`src/rtl/sinc_decim_pkg.sv`:
```
package sinc_decim_pkg;

   // Accumulator width: worst-case gain bits plus sign plus one for +full scale.
   function automatic int acc_width(input int max_order, input int max_rate_log);
      return 2 + max_order * max_rate_log;
   endfunction

   // Bits needed to hold values 0..v.
   function automatic int bits_for(input int v);
      return $clog2(v + 1);
   endfunction

endpackage

```
`src/rtl/sinc_integ_chain.sv`:
```
module sinc_integ_chain #(
   parameter int STAGES = 5,
   parameter int ACC_W  = 42,
   parameter int OW     = 3
) (
   input  logic                    clk,
   input  logic                    rst_n,
   input  logic                    clr,
   input  logic                    step,
   input  logic [OW-1:0]           order,
   input  logic signed [ACC_W-1:0] xin,
   output logic signed [ACC_W-1:0] tap
);
   logic [STAGES-1:0][ACC_W-1:0] nxt_all;
   logic signed [ACC_W-1:0]      first_q;

   for (genvar g = 0; g < STAGES; g++) begin : g_st
      logic signed [ACC_W-1:0] q;
      logic                    active;
      assign active = (OW'(g) < order);
      if (g == 0) begin : g_head
         assign nxt_all[g] = q + xin;
      end else begin : g_tail
         assign nxt_all[g] = q + $signed(nxt_all[g-1]);
      end
      always_ff @(posedge clk) begin
         if (!rst_n || clr)       q <= '0;
         else if (step && active) q <= $signed(nxt_all[g]);
      end
   end

   assign first_q = g_st[0].q;

   // Output tap: the updated value of the last active integrator.
   always_comb begin
      tap = $signed(nxt_all[0]);
      for (int i = 0; i < STAGES; i++)
         if (order == OW'(i + 1)) tap = $signed(nxt_all[i]);
   end

   a_r6_integ_cleared: assert property (@(posedge clk) disable iff (!rst_n)
      clr |=> (first_q == '0));

endmodule

```
`src/rtl/sinc_comb_chain.sv`:
```
module sinc_comb_chain #(
   parameter int STAGES = 5,
   parameter int ACC_W  = 42,
   parameter int OW     = 3
) (
   input  logic                    clk,
   input  logic                    rst_n,
   input  logic                    clr,
   input  logic                    step,
   input  logic [OW-1:0]           order,
   input  logic signed [ACC_W-1:0] din,
   output logic signed [ACC_W-1:0] dout
);
   logic [STAGES:0][ACC_W-1:0] c;

   assign c[0] = din;

   for (genvar g = 0; g < STAGES; g++) begin : g_st
      logic signed [ACC_W-1:0] dly;
      logic                    active;
      assign active = (OW'(g) < order);
      // Stages at or above the selected order pass their input straight through.
      assign c[g+1] = active ? ($signed(c[g]) - dly) : c[g];
      always_ff @(posedge clk) begin
         if (!rst_n || clr)       dly <= '0;
         else if (step && active) dly <= $signed(c[g]);
      end
   end

   assign dout = $signed(c[STAGES]);

endmodule

```
`src/rtl/sinc_scale.sv`:
```
module sinc_scale #(
   parameter int ACC_W = 42,
   parameter int OUT_W = 24,
   parameter int SH_W  = 6
) (
   input  logic signed [ACC_W-1:0] din,
   input  logic [SH_W-1:0]         sh,
   output logic signed [OUT_W-1:0] dout
);
   localparam int WW = ACC_W + OUT_W;
   localparam logic signed [WW-1:0] HI = WW'((64'sd1 <<< (OUT_W - 1)) - 1);
   localparam logic signed [WW-1:0] LO = -HI - 1;

   logic signed [WW-1:0] wide;
   logic signed [WW-1:0] shifted;

   // Pre-multiply by 2^(OUT_W-1), then divide by the gain 2^sh with floor.
   assign wide    = $signed({din[ACC_W-1], din, {(OUT_W-1){1'b0}}});
   assign shifted = wide >>> sh;

   always_comb begin
      if (shifted > HI)      dout = HI[OUT_W-1:0];
      else if (shifted < LO) dout = LO[OUT_W-1:0];
      else                   dout = shifted[OUT_W-1:0];
   end

endmodule

```
`src/rtl/sinc_decim.sv`:
```
module sinc_decim
   import sinc_decim_pkg::*;
#(
   parameter int MAX_ORDER    = 5,
   parameter int MIN_RATE_LOG = 3,
   parameter int MAX_RATE_LOG = 8,
   parameter int ORDER_W      = 4,
   parameter int RCODE_W      = 3,
   parameter int OUT_W        = 24
) (
   input  logic                    clk,
   input  logic                    rst_n,
   input  logic                    en,
   input  logic [ORDER_W-1:0]      order_sel,
   input  logic [RCODE_W-1:0]      rate_sel,
   input  logic                    pdm_bit,
   input  logic                    pdm_stb,
   output logic signed [OUT_W-1:0] pcm_data,
   output logic                    pcm_valid
);
   localparam int ACC_W     = acc_width(MAX_ORDER, MAX_RATE_LOG);
   localparam int NUM_RATES = MAX_RATE_LOG - MIN_RATE_LOG + 1;
   localparam int CNT_W     = MAX_RATE_LOG;
   localparam int OW        = bits_for(MAX_ORDER);
   localparam int LW        = bits_for(MAX_RATE_LOG + 1);
   localparam int SH_W      = bits_for(MAX_ORDER * (MAX_RATE_LOG + 1));

   if (MAX_ORDER < 1)                   begin : g_chk_order $error("MAX_ORDER must be at least 1"); end
   if (MAX_ORDER >= (1 << ORDER_W))     begin : g_chk_ow    $error("ORDER_W too narrow"); end
   if (NUM_RATES < 1)                   begin : g_chk_rates $error("rate range empty"); end
   if (NUM_RATES > (1 << RCODE_W) - 1)  begin : g_chk_rw    $error("RCODE_W too narrow"); end
   if (OUT_W < 2 || OUT_W > 31)         begin : g_chk_out   $error("OUT_W out of range"); end

   // Configuration decode.
   logic [OW-1:0]           n_eff;
   logic                    rate_ok;
   logic [LW-1:0]           rate_log;
   logic [CNT_W:0]          rate_full;
   logic [CNT_W-1:0]        last_cnt;
   logic [SH_W-1:0]         sh;

   always_comb begin
      if (order_sel == '0)                           n_eff = OW'(1);
      else if (order_sel > ORDER_W'(MAX_ORDER))      n_eff = OW'(MAX_ORDER);
      else                                           n_eff = order_sel[OW-1:0];
   end

   assign rate_ok   = (rate_sel != '0) && (rate_sel <= RCODE_W'(NUM_RATES));
   assign rate_log  = LW'(rate_sel) + LW'(MIN_RATE_LOG - 1);
   assign rate_full = (CNT_W + 1)'(1) << rate_log;
   assign last_cnt  = CNT_W'(rate_full - 1'b1);
   assign sh        = SH_W'(n_eff) * SH_W'(rate_log);

   // Strobe acceptance and decimation phase.
   logic             step;
   logic             dec;
   logic [CNT_W-1:0] cnt;

   assign step = en && rate_ok && pdm_stb;
   assign dec  = step && (cnt == last_cnt);

   always_ff @(posedge clk) begin
      if (!rst_n || !en) cnt <= '0;
      else if (step)     cnt <= dec ? '0 : cnt + 1'b1;
   end

   // Datapath.
   logic signed [ACC_W-1:0] xin;
   logic signed [ACC_W-1:0] tap;
   logic signed [ACC_W-1:0] comb_out;
   logic signed [OUT_W-1:0] scaled;

   assign xin = pdm_bit ? ACC_W'(1) : '1;

   sinc_integ_chain #(.STAGES(MAX_ORDER), .ACC_W(ACC_W), .OW(OW)) u_integ (
      .clk(clk), .rst_n(rst_n), .clr(!en), .step(step),
      .order(n_eff), .xin(xin), .tap(tap)
   );

   sinc_comb_chain #(.STAGES(MAX_ORDER), .ACC_W(ACC_W), .OW(OW)) u_comb (
      .clk(clk), .rst_n(rst_n), .clr(!en), .step(dec),
      .order(n_eff), .din(tap), .dout(comb_out)
   );

   sinc_scale #(.ACC_W(ACC_W), .OUT_W(OUT_W), .SH_W(SH_W)) u_scale (
      .din(comb_out), .sh(sh), .dout(scaled)
   );

   always_ff @(posedge clk) begin
      if (!rst_n || !en) begin
         pcm_valid <= 1'b0;
         pcm_data  <= '0;
      end else begin
         pcm_valid <= dec;
         if (dec) pcm_data <= scaled;
      end
   end

   a_r4_valid_follows_strobe: assert property (@(posedge clk) disable iff (!rst_n)
      pcm_valid |-> $past(pdm_stb && en && rate_ok));

   a_r4_single_cycle_pulse: assert property (@(posedge clk) disable iff (!rst_n)
      pcm_valid |=> !pcm_valid);

   a_r4_data_held: assert property (@(posedge clk) disable iff (!rst_n)
      (en && !pcm_valid) |=> (!en || pcm_valid || $stable(pcm_data)));

   a_r6_quiet_when_off: assert property (@(posedge clk) disable iff (!rst_n)
      !en |=> (!pcm_valid && pcm_data == '0));

   a_r3_no_output_bad_rate: assert property (@(posedge clk) disable iff (!rst_n)
      (en && !rate_ok) |=> !pcm_valid);

   a_r4_phase_in_range: assert property (@(posedge clk) disable iff (!rst_n)
      (en && rate_ok) |-> (cnt <= last_cnt));

endmodule

```
`config.mk`:
```
export PLATFORM = sky130hd
export DESIGN_NAME = sinc_decim
export DESIGN_NICKNAME = d
export VERILOG_FILES = /design/src/rtl/sinc_decim_pkg.sv /design/src/rtl/sinc_integ_chain.sv /design/src/rtl/sinc_comb_chain.sv /design/src/rtl/sinc_scale.sv /design/src/rtl/sinc_decim.sv
export SDC_FILE = /design/constraint.sdc
export NUM_CORES = 2
export LEC_CHECK = 0
export BUFFER_PORTS_ARGS = -buffer_cell sky130_fd_sc_hd__buf_4
export CELL_PAD_IN_SITES_DETAIL_PLACEMENT = 1
export CELL_PAD_IN_SITES_GLOBAL_PLACEMENT = 2
export CORE_ASPECT_RATIO = 0.75
export CORE_MARGIN = 3
export CORE_UTILIZATION = 41
export DETAILED_ROUTE_END_ITERATION = 12
export PLACE_DENSITY = 0.95
export RECOVER_POWER = 50
export SLEW_MARGIN = 20
export SYNTH_ARGS = -nofsm -noshare
export SYNTH_HDL_FRONTEND = slang
export SYNTH_SLANG_ARGS = --single-unit
```
`constraint.sdc`:
```
create_clock -name clk -period 62.1 [get_ports clk]
set_clock_uncertainty 0.15 [all_clocks]
set_input_delay 9.315 -clock clk [delete_from_list [all_inputs] [get_ports clk]]
set_output_delay 9.315 -clock clk [all_outputs]
set_load 0.02 [all_outputs]
```
; Word level (Yosys, flattened, before mapping)
; Cells that the tools add are included.
[op_classes]
mul = 1
bitwise = 0
eq_ne = 5
div = 0
n_addsub = 13
magnitude_cmp = 9
reduce_logical = 19
mux = 15
shift = 2
[ops]
columns = operator, count
row1 = 42-bit two-way mux, 10
row2 = 42-bit adder, 5
row3 = 42-bit subtractor, 5
row4 = "66-bit by 24-bit > comparator with 1-bit output, second input constant", 1
row5 = "66-bit by 24-bit < comparator with 1-bit output, second input constant", 1
row6 = 65-bit by 6-bit >>> shifter with 66-bit output, 1
row7 = 24-bit two-way mux, 2
row8 = 1-bit logical AND, 14
row9 = "8-bit by 1-bit adder with 8-bit output, second input constant", 1
row10 = 8-bit == test, 1
row11 = 8-bit two-way mux, 1
row12 = "1-bit by 4-bit << shifter with 8-bit output, first input constant", 1
row13 = "8-bit by 1-bit subtractor with 8-bit output, second input constant", 1
row14 = "3-bit by 2-bit == test with 1-bit output, second input constant", 2
row15 = "3-bit == test, second input constant", 2
row16 = "1-bit by 3-bit < comparator with 1-bit output, first input constant", 2
row17 = "2-bit by 3-bit < comparator with 1-bit output, first input constant", 2
row18 = 3-bit by 4-bit multiplier with 6-bit output, 1
row19 = 3-bit two-way mux, 2
row20 = "3-bit by 2-bit adder with 4-bit output, second input constant", 1
row21 = "4-bit by 3-bit > comparator with 1-bit output, second input constant", 1
row22 = 4-bit logical NOT, 1
row23 = "3-bit less-or-equal comparator, second input constant", 1
row24 = "3-bit < comparator, first input constant", 1
row25 = other kinds (3), 4
[word_totals]
ramBits = 0
latch_bits = 0
output_inout_bits = 25
mem_bits_ro = 0
reg_bits = 453
n_memories = 0
elab_cells = 77

; Depth between registers and ports, before layout
[logic_depth]
word_depth = 22
depth_mapped = 100
ltp_nobuf = 98

; Cells and area by module
; A second synthesis with hierarchy kept.
[unflattened]
cells_unflattened = 6546
hier_area_um2 = 47272.8
[by_module_without_submodules]
columns = mod, area_per_inst_um2, instances, cells_per_inst
row1 = sinc_comb_chain, 21469.3, 1, 3060
row2 = sinc_integ_chain, 19590.0, 1, 2691
row3 = sinc_scale, 4157.7, 1, 562
row4 = sinc_decim, 2055.7, 1, 233

; Least setup slack after synthesis
; OpenSTA, ideal clock, no wires.
[synth_path]
path_type = in2reg
startpoint = in pdm_bit
endpoint = reg pcm_data[10]
stages = 94
arrival_time_ps = 27936
path_buffers = 3
slack_ps = 33947
cell_sequence = inv_1 > ha_1 > a21o_1 > a21oi_1 > o21bai_1 > a21o_1 > a21oi_1 > o21ai_0 > a21o_1 > a21oi_1 > o21ai_0 > a21oi_1 > xnor2_1 > ha_1 > a21oi_1 > o211ai_1 > o21ai_0 > nand2b_1 > (+58 left out) > mux2i_1 > ha_1 > a21o_1 > a31oi_1 > xnor2_1 > nor2_1 > xnor3_1 > xnor3_2 > buf_6 > buf_4 > a21oi_4 > o211ai_2 > a2111oi_2 > o2111ai_1 > o31ai_4 > buf_6 > nand3_2 > a21oi_2
[synth_rtl]
columns = element, line
row1 = from (decl), sinc_decim.sv:16  ; input logic pdm_bit,
row2 = to (signal assigned), sinc_decim.sv:95  ; if (dec) pcm_data <= scaled;
row3 = to (decl), sinc_decim.sv:18  ; output logic signed [OUT_W-1:0] pcm_data,

==> impl_metrics.env <==
export IMPL_ys_seq_area_share_pct=19.99
export IMPL_hold_violations=0
export IMPL_drive_gt1_share_pct=5.221
export IMPL_grt_setup_unrepaired="false"
export IMPL_clock_path_buffers=3
export IMPL_regToRegSetupSlack_ns=38.70
export IMPL_h_tree_depth=2
export IMPL_route_detailed_drc=0
export IMPL_grt_max_degree=169
export IMPL_final_cell_mix="1077 x nand2_1, 784 x a21oi_1, 486 x nor2_1"
export IMPL_synth_area_sq_mm=0.04538
export IMPL_io_pins=37
export IMPL_maxCapViolations=10
export IMPL_clk_latency_ns=0.66
export IMPL_cp_num_buf_inv=7
export IMPL_dieWidth_um=390.1
export IMPL_cts_clk_slew_worst_paths_ns=0.06
export IMPL_critPathLaunch="pdm_bit"
export IMPL_cp_end_kind="register"
export IMPL_synth_cells=6398
export IMPL_layout_commonest_cell="nand2_1"
export IMPL_arrival_ns=34.21
export IMPL_path_max_fanout=38
export IMPL_fin_nets=6704
export IMPL_drv_slew=576
export IMPL_startpoint_type="input port"
export IMPL_fin_crit_ns=33.79
export IMPL_multiInputGateArea_sq_mm=0.03387
export IMPL_cts_root_buf="clkbuf_16"
export IMPL_synth_distinct_cells=104
export IMPL_vias=47575
export IMPL_synth_flop_cell="dfxtp_1"
export IMPL_ant_nets=0
export IMPL_crit_path_top_delay_cell="clkbuf_1"
export IMPL_drt_wl_total_um=170400
export IMPL_crit_end="pcm_data[22]"
export IMPL_globalplace_congestion=0.9792
export IMPL_synth_area_per_cell_sq_um=7.092
export IMPL_r2r_start="u_integ.first_q[0]"
export IMPL_ys_warn_count=0
export IMPL_syn_nets=6845
export IMPL_cts_sinks=453
export IMPL_timing_final_crit_share_pct=54.41
export IMPL_finalSetupViolCount=0
export IMPL_crit_family="compound AO/OA/AOI/OAI gates"
export IMPL_hold_path_class="register to register"
export IMPL_reg2reg_to="pcm_data[22]"
export IMPL_violations="max-capacitance violations, max-slew violations"
export IMPL_drtPass1Iterations=7
export IMPL_cts_resized=0
export IMPL_grt_ovfl_total=0
export IMPL_slew_headroom_pct=-502.2
export IMPL_syn_to_final_growth_pct=7.357
export IMPL_dp_hpwl_um=128700
export IMPL_fillerInstances=14025
export IMPL_reg2reg_depth=91
export IMPL_synth_edf_count=0
export IMPL_yosysTopAreaCell="dfxtp_1"
export IMPL_die_area_sq_mm=0.1147
export IMPL_cp_depth=92
export IMPL_post_cts_setup_buffer_count=0
export IMPL_cts_tree="yes"
export IMPL_vias_per_cell=6.141
export IMPL_grt_use_total_pct=28.68
export IMPL_ys_seq_elements=453
export IMPL_fmax_ghz=0.02960
export IMPL_outcome="complete, but fails checks"
export IMPL_critPathMaxStageDelay_ns=1.68
export IMPL_crit_type="input port to register"
export IMPL_routedWlPerCell_um=21.99
export IMPL_fp_row_count=105
export IMPL_holdBufCountCts=0
export IMPL_io_buffers=36
export IMPL_start_util_pct=41.41
export IMPL_numCtsBuffers=55
export IMPL_grt_pass1_vias=46728
export IMPL_synthTopCellsByArea="dfxtp_1 20%, ha_1 12%, nand2_1 8.9%"
export IMPL_critical_path_required_ns=62.53
export IMPL_grt_antenna_before_repair=1
export IMPL_seq_area_sq_mm=0.009069
export IMPL_initialDrtViolationCount=4159
export IMPL_fp_dieH_um=294.1
export IMPL_synthArstFlopShare_pct=0
export IMPL_worst_pin_slew_ns=9.033
export IMPL_tns_ns=0
export IMPL_coreArea_sq_mm=0.1096
export IMPL_yosysTopAreaCellShare_pct=19.99
export IMPL_grt_pass1_wl_um=268000
[tightest hold or removal path: stages, from the launching register on]
cell     delay [ns]
dfxtp_1        0.31
nand2_1        0.05
a21oi_1        0.05
[kinds of logic after synthesis]
group	count (synthesis)	synth area share, %
adders and majority gates	435	12.21
xor gates and xnor gates	356	7.141
DFF	453	19.99
and+or+nand+nor	2192	21.27
AOI/OAI and AO/OA	2147	30.23
buffers and inverters	674	5.705
muxes	141	3.460
[synth_stat cells, drive strengths merged (38+ instances only)]
master	n
a31oi	67
o21ai	369
inv	362
a21o	186
and3	54
nand4	45
and2	47
nor3	119
mux2i	104
o21a	87
nand2b	48
or3	38
nor2b	48
nor2	500
clkbuf	264
buf	47
nand2	1079
dfxtp	453
xnor2	237
o21bai	48
o211ai	46
xor2	112
a21oi	802
o31ai	38
nand3	134
a211oi	167
ha	422
[sequential cells by signal (all words and copies together) (netlist names)]
name / flops
cnt: 8
pcm_valid: 1
u_comb.g_st.dly: 210
u_integ.first_q: 42
u_integ.g_st.q: 168
pcm_data: 24
[layout make-up]
| type | instances | area share, % |
|---|---|---|
| antenna | 1 | 0.005137 |
| clock buffer | 79 | 3.341 |
| clock inverter | 23 | 0.5676 |
| inverter | 363 | 2.797 |
| multi-input combinational | 5271 | 69.52 |
| sequential | 453 | 18.62 |
| tap | 1444 | 3.709 |
| timing repair buffer | 113 | 1.449 |
[metal layers]
metal / routed length, um / up-vias / share of wire (%) / GRT usage, %
met4: 3064 / 0 / 1.8 / 5.543
met3: 12160 / 179 / 7.1 / 4.598
li1: - / 22575 / - / -
met2: 69510 / 1281 / 41 / 42.16
met1: 85640 / 23540 / 50 / 43.71
met5: 0 / - / 0 / 0
[per-stage QoR]
step / instances / instance area [sq um] / setup WS, ns / util (%) / hold slack, ns
after floorplan: 6398 / 45380 / 33.95 / - / 0.2819
after global placement: 7644 / 47010 / 30.54 / 42.91 / 0.2883
after detailed placement: 7644 / 47010 / 29.91 / 42.91 / 0.2935
after CTS: 7746 / 48920 / 30.48 / 44.64 / 0.3025
after global routing: 7746 / 48710 / 26.45 / 44.46 / 0.3126
final: 7747 / 48720 / 28.31 / 44.46 / 0.2998
[worst min-delay path by stage]
stage	startpoint	to	slack [ns]	cells after the start
final	u_comb.g_st[1].dly[16]	u_comb.g_st[1].dly[16]	0.30	2
after global routing	u_comb.g_st[0].dly[22]	u_comb.g_st[0].dly[22]	0.31	2
after CTS	u_comb.g_st[1].dly[16]	u_comb.g_st[1].dly[16]	0.30	2
after detailed placement	u_comb.g_st[1].dly[16]	u_comb.g_st[1].dly[16]	0.29	2
after global placement	u_comb.g_st[0].dly[33]	u_comb.g_st[0].dly[33]	0.29	2
after floorplan	u_comb.g_st[1].dly[7]	u_comb.g_st[1].dly[7]	0.28	2
Power is left out: the tool's default activity adds up to more than one toggle a clock period on the data nets, which glitch-free logic cannot reach.
